[src/rtl/spi_burst_pkg.sv]
package spi_burst_pkg;

    typedef enum logic [2:0] {
        ST_IDLE,
        ST_FETCH,
        ST_LOAD,
        ST_SHIFT,
        ST_STORE,
        ST_DONE
    } burst_state_t;

    localparam int CTL_CPHA = 2;
    localparam int CTL_CPOL = 3;
    localparam int CTL_LSB  = 5;
    localparam logic [7:0] CTL_KEEP = 8'b0010_1111;

    localparam int HALF_MAX = 64;
    localparam int HALF_W   = $clog2(HALF_MAX + 1);

    // Reference clocks per SCLK half period for each divider code
    function automatic logic [HALF_W-1:0] half_len(input logic [1:0] code);
        logic [HALF_W-1:0] h;
        unique case (code)
            2'b00:   h = HALF_W'(2);
            2'b01:   h = HALF_W'(8);
            2'b10:   h = HALF_W'(32);
            default: h = HALF_W'(64);
        endcase
        return h;
    endfunction

endpackage

[src/rtl/spi_half_timer.sv]
module spi_half_timer #(
    parameter int CW = 7
) (
    input  logic          clk,
    input  logic          rst_n,
    input  logic          run,
    input  logic [CW-1:0] half,
    output logic          tick
);
    logic [CW-1:0] cnt;

    assign tick = run && (cnt == half - CW'(1));

    always_ff @(posedge clk or negedge rst_n) begin
        if (!rst_n)
            cnt <= '0;
        else if (!run || tick)
            cnt <= '0;
        else
            cnt <= cnt + CW'(1);
    end

    a_r2_tick_spacing: assert property (@(posedge clk) disable iff (!rst_n)
        tick |=> !tick);

endmodule

[src/rtl/spi_shift_unit.sv]
module spi_shift_unit #(
    parameter int WW = 8
) (
    input  logic          clk,
    input  logic          rst_n,
    input  logic          load,
    input  logic [WW-1:0] load_word,
    input  logic          lsb_first,
    input  logic          shift_en,
    input  logic          sample_en,
    input  logic          miso,
    output logic          mosi,
    output logic [WW-1:0] rx_word
);
    logic [WW-1:0] tx_sr;
    logic [WW-1:0] rx_sr;

    assign mosi    = lsb_first ? tx_sr[0] : tx_sr[WW-1];
    assign rx_word = rx_sr;

    always_ff @(posedge clk or negedge rst_n) begin
        if (!rst_n) begin
            tx_sr <= '0;
            rx_sr <= '0;
        end else if (load) begin
            tx_sr <= load_word;
            rx_sr <= '0;
        end else begin
            if (shift_en)
                tx_sr <= lsb_first ? (tx_sr >> 1) : (tx_sr << 1);
            if (sample_en)
                rx_sr <= lsb_first ? {miso, rx_sr[WW-1:1]} : {rx_sr[WW-2:0], miso};
        end
    end

    a_r3_edge_exclusive: assert property (@(posedge clk) disable iff (!rst_n)
        !(shift_en && sample_en));

endmodule

[src/rtl/spi_burst_engine.sv]
module spi_burst_engine
    import spi_burst_pkg::*;
#(
    parameter int MAX_BYTES = 200,
    parameter int NUM_SS    = 4,
    parameter int AW        = 8
) (
    input  logic              clk,
    input  logic              rst_n,
    input  logic              cfg_we,
    input  logic [7:0]        cfg_wdata,
    output logic [7:0]        cfg_q,
    input  logic              start,
    input  logic [AW-1:0]     byte_cnt,
    input  logic [NUM_SS-1:0] ss_mask,
    output logic              busy,
    output logic              done,
    output logic [AW-1:0]     buf_addr,
    input  logic [7:0]        buf_rdata,
    output logic              buf_we,
    output logic [7:0]        buf_wdata,
    output logic              sclk,
    output logic              mosi,
    input  logic              miso,
    output logic [NUM_SS-1:0] ss_n
);
    localparam logic [AW-1:0] MAX_B    = AW'(MAX_BYTES);
    localparam int            EDGES    = 16;
    localparam int            EW       = $clog2(EDGES);
    localparam logic [EW-1:0] LAST_EDG = EW'(EDGES - 1);

    burst_state_t      state, nxt;
    logic [AW-1:0]     idx, last_q, cnt_eff;
    logic [NUM_SS-1:0] mask_q;
    logic [EW-1:0]     edge_q;
    logic              sclk_q, tick, cpha, shift_en, sample_en;
    logic [7:0]        rx_word;

    assign cpha    = cfg_q[CTL_CPHA];
    assign cnt_eff = (byte_cnt > MAX_B) ? MAX_B : byte_cnt;

    spi_half_timer #(.CW(HALF_W)) u_timer (
        .clk   (clk),
        .rst_n (rst_n),
        .run   (state == ST_SHIFT),
        .half  (half_len(cfg_q[1:0])),
        .tick  (tick)
    );

    assign sample_en = tick && (edge_q[0] == cpha);
    assign shift_en  = tick && (edge_q[0] != cpha) && (edge_q != '0);

    spi_shift_unit #(.WW(8)) u_shift (
        .clk       (clk),
        .rst_n     (rst_n),
        .load      (state == ST_LOAD),
        .load_word (buf_rdata),
        .lsb_first (cfg_q[CTL_LSB]),
        .shift_en  (shift_en),
        .sample_en (sample_en),
        .miso      (miso),
        .mosi      (mosi),
        .rx_word   (rx_word)
    );

    // Next-state logic
    always_comb begin
        nxt = state;
        unique case (state)
            ST_IDLE:  if (start) nxt = (byte_cnt == '0) ? ST_DONE : ST_FETCH;
            ST_FETCH: nxt = ST_LOAD;
            ST_LOAD:  nxt = ST_SHIFT;
            ST_SHIFT: if (tick && edge_q == LAST_EDG) nxt = ST_STORE;
            ST_STORE: nxt = (idx == last_q) ? ST_DONE : ST_FETCH;
            ST_DONE:  nxt = ST_IDLE;
            default:  nxt = ST_IDLE;
        endcase
    end

    // State register
    always_ff @(posedge clk or negedge rst_n) begin
        if (!rst_n) state <= ST_IDLE;
        else        state <= nxt;
    end

    // Burst datapath registers
    always_ff @(posedge clk or negedge rst_n) begin
        if (!rst_n) begin
            idx    <= '0;
            last_q <= '0;
            mask_q <= '0;
            edge_q <= '0;
            sclk_q <= 1'b0;
            cfg_q  <= '0;
        end else begin
            unique case (state)
                ST_IDLE: begin
                    sclk_q <= cfg_q[CTL_CPOL];
                    if (cfg_we) cfg_q <= cfg_wdata & CTL_KEEP;
                    if (start) begin
                        idx    <= '0;
                        mask_q <= ss_mask;
                        last_q <= cnt_eff - AW'(1);
                    end
                end
                ST_LOAD:  edge_q <= '0;
                ST_SHIFT: if (tick) begin
                    sclk_q <= ~sclk_q;
                    edge_q <= edge_q + EW'(1);
                end
                ST_STORE: idx <= idx + AW'(1);
                default: ;
            endcase
        end
    end

    // Outputs
    always_comb begin
        busy      = (state == ST_FETCH) || (state == ST_LOAD) ||
                    (state == ST_SHIFT) || (state == ST_STORE);
        done      = (state == ST_DONE);
        ss_n      = busy ? ~mask_q : '1;
        buf_addr  = idx;
        buf_we    = (state == ST_STORE);
        buf_wdata = rx_word;
        sclk      = sclk_q;
    end

    a_r7_ss_hold: assert property (@(posedge clk) disable iff (!rst_n)
        (busy && $past(busy)) |-> $stable(ss_n));
    a_r8_done_pulse: assert property (@(posedge clk) disable iff (!rst_n)
        done |=> !done);
    a_r8_done_released: assert property (@(posedge clk) disable iff (!rst_n)
        done |-> (ss_n == '1) && !busy);
    a_r10_zero_count: assert property (@(posedge clk) disable iff (!rst_n)
        (start && !busy && !done && byte_cnt == '0) |=> done);
    a_r6_addr_bound: assert property (@(posedge clk) disable iff (!rst_n)
        buf_we |-> (buf_addr < MAX_B));
    a_r3_rest_level: assert property (@(posedge clk) disable iff (!rst_n)
        done |-> (sclk == cfg_q[CTL_CPOL]));
    a_r1_reserved_zero: assert property (@(posedge clk) disable iff (!rst_n)
        (cfg_q[7:6] == 2'b00) && !cfg_q[4]);
    a_r11_cfg_hold: assert property (@(posedge clk) disable iff (!rst_n)
        (busy && $past(busy)) |-> $stable(cfg_q));

endmodule

[config.mk]
export PLATFORM = sky130hd
export DESIGN_NAME = spi_burst_engine
export DESIGN_NICKNAME = d
export VERILOG_FILES = /design/src/rtl/spi_burst_pkg.sv /design/src/rtl/spi_half_timer.sv /design/src/rtl/spi_shift_unit.sv /design/src/rtl/spi_burst_engine.sv
export SDC_FILE = /design/constraint.sdc
export NUM_CORES = 1
export LEC_CHECK = 0
export ABC_AREA = 1
export BUFFER_PORTS_ARGS = -buffer_cell sky130_fd_sc_hd__buf_2
export CAP_MARGIN = 25
export CORE_UTILIZATION = 55
export DETAILED_ROUTE_END_ITERATION = 7
export GPL_TIMING_DRIVEN = 0
export PLACE_DENSITY = 0.9
export SYNTH_ARGS = -nofsm -noshare
export SYNTH_HDL_FRONTEND = slang
export SYNTH_HIERARCHICAL = 1
export SYNTH_SLANG_ARGS = --single-unit
[constraint.sdc]
create_clock -name clk -period 3.2 [get_ports clk]
set_input_delay 0.16 -clock clk [delete_from_list [all_inputs] [get_ports clk]]
set_output_delay 0.16 -clock clk [all_outputs]
set_load 0.01 [all_outputs]
## Word level (Yosys, flattened, before mapping)

Cells that the tools add are included.
W data, S select, Z words.

- $mul: 0
- $lt $le $gt $ge: 1
- Div/mod/pow operators: 0
- Add/sub/neg operators: 5
- Equality and inequality tests: 15
- Reductions and logical operators: 25
- Shift-type cells: 0
- Mux-type cells: 22
- Bitwise logic cells: 2

Operator list:

| operator | count |
|---|---|
| $mux W8 | 8 |
| $pmux W7 S3 | 1 |
| $pmux W8 S2 | 1 |
| $pmux W3 S5 | 1 |
| $mux W3 | 4 |
| $reduce_and A2 Y1 | 6 |
| $reduce_bool A2 Y1 | 5 |
| $add A8 B1 Y8 const B | 1 |
| $eq A8 B8 Y1 | 1 |
| $gt A8 B8 Y1 const B | 1 |
| $logic_not A8 Y1 | 1 |
| $mux W4 | 2 |
| $pmux W4 S2 | 1 |
| $sub A8 B1 Y8 const B | 1 |
| $add A7 B1 Y7 const B | 1 |
| $eq A7 B7 Y1 | 1 |
| $mux W7 | 1 |
| $sub A7 B1 Y7 const B | 1 |
| $eq A3 B2 Y1 const B | 2 |
| $eq A3 B3 Y1 const B | 2 |
| $ne A2 B2 Y1 const B | 3 |
| $logic_and A1 B1 Y1 | 5 |
| $add A4 B1 Y4 const B | 1 |
| $eq A4 B4 Y1 const B | 1 |
| other kinds (14) | 18 |

- Memories: 0
- Bits in writable memories: 0
- Register bits after elaboration: 56
- Output and inout bits: 33
- Latch bits: 0
- Bits of input ports: 33
- Logic and storage cells: 80
- Memory bits (read-only): 0

## Logic depth before layout (Yosys ltp)

- Depth after elaboration: 9
- Mapped depth: 20
- Gate-level depth less buffers: 19

## Hierarchy

Netlist, hierarchy kept.

Modules (own cells, without submodules):

| module | seq. area each (um^2) | instances | area an instance (um^2) | cells each |
|---|---|---|---|---|
| spi_burst_engine | 825.8 | 1 | 1,899.3 | 255 |
| spi_shift_unit | 400.4 | 1 | 894.6 | 127 |
| spi_half_timer | 175.2 | 1 | 626.9 | 94 |

## Worst setup path before layout

OpenSTA, ideal clock, no wires.

- Path kind: register to register
- From: register cfg_q[0]
- To: register u_shift.tx_sr[5]
- Stages on the path, launching flop included: 20
- Clock period less this slack: 2,462 ps
- Required time: 3,083 ps
- Path buffers: 1
- Setup slack: 738 ps
- Library setup time: 117 ps
- Data arrival time: 2,345 ps
- Path through: dfrtp_1 -> nor2_1 -> inv_1 -> ha_1 -> nor2_1 -> nor2_1 -> nand2_1 -> nor2_1 -> nand2_1 -> nor2_2 -> nand2_2 -> nor2_1 -> inv_1 -> a311oi_1 -> nor2_2 -> inv_2 -> buf_6 -> nand2_1 -> nor2_1 -> nor2_1

- Word-level cells in the longest chain between the ends: 8
- Elaborated cells between the ends (all ways): 10
- Those cells by class: 1 x add/sub; 3 x eq/ne; 1 x mux; 5 x reduce/logical

RTL lines:

| element | RTL line | text |
|---|---|---|
| from (decl) | spi_burst_engine.sv:12 | `output logic [7:0] cfg_q,` |
| from (signal assigned) | spi_burst_engine.sv:99 | `if (cfg_we) cfg_q <= cfg_wdata & CTL_KEEP;` |
| $eq A2 B2 Y1 (tied with other cells) | spi_burst_pkg.sv:23 | `unique case (code)` |
| $pmux W7 S3 (*) | spi_burst_pkg.sv:23 |  |
| $sub A7 B1 Y7 (*) | spi_half_timer.sv:12 | `assign tick = run && (cnt == half - CW'(1));` |
| $eq A7 B7 Y1 (*) | spi_half_timer.sv:12 |  |
| $logic_and A1 B1 Y1 (*) | spi_half_timer.sv:12 |  |
| net tick | spi_burst_engine.sv:36 | `logic sclk_q, tick, cpha, shift_en, sample_en;` |
| $logic_and A1 B1 Y1 (*) (2 in series) | spi_burst_engine.sv:51 | `assign shift_en = tick && (edge_q[0] != cpha) && (edge_q != '0);` |
| net shift_en | spi_burst_engine.sv:36 |  |
| $reduce_bool A2 Y1 (no line) (*) | - |  |
| to (signal assigned) | spi_shift_unit.sv:26 | `tx_sr <= load_word;` |
| to (signal assigned) | spi_shift_unit.sv:30 | `tx_sr <= lsb_first ? (tx_sr >> 1) : (tx_sr << 1);` |
| to (decl) | spi_shift_unit.sv:15 | `logic [WW-1:0] tx_sr;` |

Mark *: on every way through the listed nets, which the timed path passes. The rest lies on a longest branch.
A chain may end at the register's enable or synchronous reset.

## Worst setup path after layout

- From: register cfg_q[0]
- To: register u_shift.tx_sr[6]

The elaborated chain is that of the path after synthesis.

==> run_results.csv <==
group,metric,value,unit
yosys,async_flop_share,100,%
yosys,syn_inst,476,
yosys,synth_cell_types,33,
placed_design,dp_hpwl,5.60,mm
yosys,synth.top_cells.by_count,"nand2_1, inv_1, dfrtp_1, nor2_1, o21ai_0",
power_and_ir_drop,vdd_ir_drop_max,0.414,mV
clock_network,cts_made_buffers,5,
global_routing,track_usage,23.5,%
power_and_ir_drop,power.density,740,nW/um2
global_routing,antenna_found_initial,0,
setup_path,critPathLaunchType,"register",
timing,tns,0,ns
route,drt_wl_total,7.18,mm
yosys,ys_seq_elements,56,
timing,fin_crit_sh,86.5,%
setup_path,cp_common_cell,"nor2_1",
route,first_pass_iters,4,
route,drc,0,
yosys,synth-edff-count,0,
yosys,yosysWarnings,6,
floorplanning,die-area,6540,um2
timing,max_slew_margin,62.5,%
status,status,"finished clean",
finish,num_antenna_cells,0,
setup_path,crit_family,"simple AND/OR/NAND/NOR gates",
power_and_ir_drop,p_leak,2.09,nW
floorplanning,coreArea,5960,um2
run,cap_viol_max_count,0,
timing,setup_ws,0.433,ns
setup_path,cp_max_fo,10,
floorplanning,num_io_pins,66,
finish,fin_cells,630,
placed_design,post-place-ws,0.467,ns
timing,fmax,0.361,GHz
setup_path,critPathKind,"reg2reg",
route,wl_per_cell,11.4,um
floorplanning,rows,28,
power_and_ir_drop,power.total,2.93,mW
yosys,synth_ff_type,"dfrtp_1",
route,drt_iter0_drc,107,
setup_path,crit_path_end_kind,"register",
clock_network,cts_root_buf,"clkbuf_8",
route,via_count,3154,
clock_network,clock_sinks,56,
setup_path,max_stage_delay,0.51,ns
setup_path,path_cells,"nor2_1 > inv_1 > ha_1 > nor2_1 > nor2_1 > nand2_1 > nor2_1 > nand2_1 > nor2_2 > nand2_2 > nor2_1 > inv_1 > a311oi_1 > nor2_2 > inv_2 > buf_6 > nand2_1 > nor2_1 > nor2_1",
yosys,synth_top_area_cell,"dfrtp_1",
timing,fin_skew,0.0130,ns
yosys,synth_top_area_share,41.0,%
global_routing,grt_max_degree,35,
timing,slew_viol_final,0,
yosys,ys_seq_area_share,41.0,%
floorplanning,start_util,57.4,%
placed_design,post-place-cells,622,
clock_network,postCtsSetupBuffers,0,
route,antenna_left,0,
floorplanning,die_h,80.9,um
clock_network,h-tree-depth,2,
setup_path,arrival,2.98,ns
timing,setup_viol,0,
setup_path,critPathRequiredTime,3.42,ns
global_routing,grt_pass1_wl,12.1,mm
timing,min_period,2.77,ns
global_routing,grt_pass1_vias,2831,
yosys,syn_area,3420,um2
placed_design,io_buffers,59,
clock_network,tritoncts,"yes",
finish,drive_gt1_share,22.5,%
route,avgViaCountPerCell,5.01,
finish,area_growth,15.8,%
global_routing,grt_overflow,0,
timing,rsz0062_at_grt,"no",
yosys,yosysMostFrequentCell,"nand2_1",
setup_path,cp_slowest_cell,"a311oi_1",
timing,worstMarginPinSlew,0.558,ns
hold_path,min_path_type,"in2reg",
clock_network,cts_max_path_buffers,2,
setup_path,cp_num_buf_inv,4,
yosys,yosys-top-cells-area,"dfrtp_1, nand2_1, inv_1",
yosys,avgSynthCellArea,7.19,um2
finish,finalNetCount,594,
timing,hold_viol,0,
clock_network,clkLatencyLatePin,0.31,ns
floorplanning,die_w,80.9,um
placed_design,gp_congestion,0.844,
clock_network,clkSlewWorstSetupHoldPaths,0.10,ns
-- what timing repair did --
action / in CTS / in global routing
hold buffers: 1 / 0
resized for setup: 0 / 0
endpoints found under the hold margin: 22 / 0
setup endpoints to repair: 0 / 0
-- worst reg2reg max path: stages, from the launching register on --
cell,delay [ns]
dfrtp_1,0.43
nor2_1,0.12
inv_1,0.07
ha_1,0.29
nor2_1,0.04
nor2_1,0.10
nand2_1,0.06
nor2_1,0.10
nand2_1,0.07
nor2_2,0.09
nand2_2,0.08
nor2_1,0.09
inv_1,0.08
a311oi_1,0.51
nor2_2,0.11
inv_2,0.10
buf_6,0.13
nand2_1,0.06
nor2_1,0.10
nor2_1,0.05
-- cells in the final DEF (no fill, tap or decap), types with 2 or more instances in the layout --
master	n
mux2_2	3
a21oi_1	11
o21ai_1	5
buf_2	61
buf_6	3
inv_1	60
xor2_1	8
o22ai_1	2
nor2_2	18
nand3_2	4
nand2_2	6
ha_1	6
dfrtp_1	56
conb_1	12
xnor2_1	4
nand3_1	26
clkbuf_8	5
buf_4	4
inv_2	11
nor3_1	6
nor2_1	47
nand2_1	149
nor3_2	2
nor2_4	3
nand4_1	3
o21ai_0	28
-- worst paths after layout --
kind                            slack, ns                        endpoint                   from  cells after the start
worst max-delay path                 0.43    u_shift/tx_sr[6]$_DFFE_PN0P_   cfg_q[0]$_DFFE_PN0P_                     19
worst min-delay path                 0.04           mask_q[3]$_DFFE_PN0P_             ss_mask[3]                      3
worst max register to register       0.43    u_shift/tx_sr[6]$_DFFE_PN0P_   cfg_q[0]$_DFFE_PN0P_                     19
worst min register to register       0.49           mask_q[1]$_DFFE_PN0P_  mask_q[1]$_DFFE_PN0P_                      2
max in group asynchronous            2.30            state[2]$_DFFE_PN0P_                  rst_n                      3
min in group asynchronous            0.34  u_shift/rx_word[4]$_DFFE_PN0P_                  rst_n                      2
-- stage by stage --
step	hold slack, ns	util (%)	area (um2)
6_report	0.0378	66.5	3960
2_1_floorplan	-0.136	-	3460
3_5_place_dp	0.170	65.0	3870
3_3_place_gp	0.363	64.7	3850
5_1_grt	0.0340	66.5	3960
4_1_cts	0.0393	66.5	3960
-- flip-flops by register name, summed over array words and instances, names as in the netlist --
register         count
u_shift/rx_word      8
last_q               8
cfg_q                5
edge_q               4
mask_q               4
u_shift/tx_sr        8
sclk                 1
u_timer/cnt          7
state                3
buf_addr             8
-- power by group --
| part | total, mW | internal, mW | switching, mW |
|---|---|---|---|
| combinational | 1.42 | 0.540 | 0.885 |
| sequential | 1.13 | 0.916 | 0.214 |
| clock | 0.377 | 0.149 | 0.228 |
-- logic make-up (layout without fill, tap and decap cells) --
| group | Yosys count | in the layout | share of synthesized area (%) |
|---|---|---|---|
| AOI/OAI and AO/OA | 52 | 52 | 8.34 |
| and+or+nand+nor | 265 | 265 | 34.2 |
| buffers and inverters | 81 | 149 | 10.1 |
| other | 1 | 12 | 0.110 |
| muxes | 3 | 3 | 0.987 |
| adders and majority gates | 6 | 6 | 2.19 |
| DFF | 56 | 56 | 41.0 |
| xor gates and xnor gates | 12 | 12 | 3.07 |
-- area by class of cell --
type,instances,area [um2]
Fill cell,503,1990
Multi-Input combinational cell,350,1710
Sequential cell,56,1400
Timing Repair Buffer,61,325
Inverter,72,273
Tap cell,75,93.8
Buffer,9,73.8
Clock buffer,5,68.8
Clock inverter,2,12.5
-- layer usage --
metal | global-route usage, % | wire length (um) | vias to the layer above
met5 | 0 | 0 | -
met4 | 6.43 | 82 | 0
met3 | 3.15 | 214 | 9
met2 | 42.3 | 3570 | 65
met1 | 29.5 | 3310 | 1456
li1 | - | - | 1624
No activity file was read; power rests on OpenSTA's default activity.
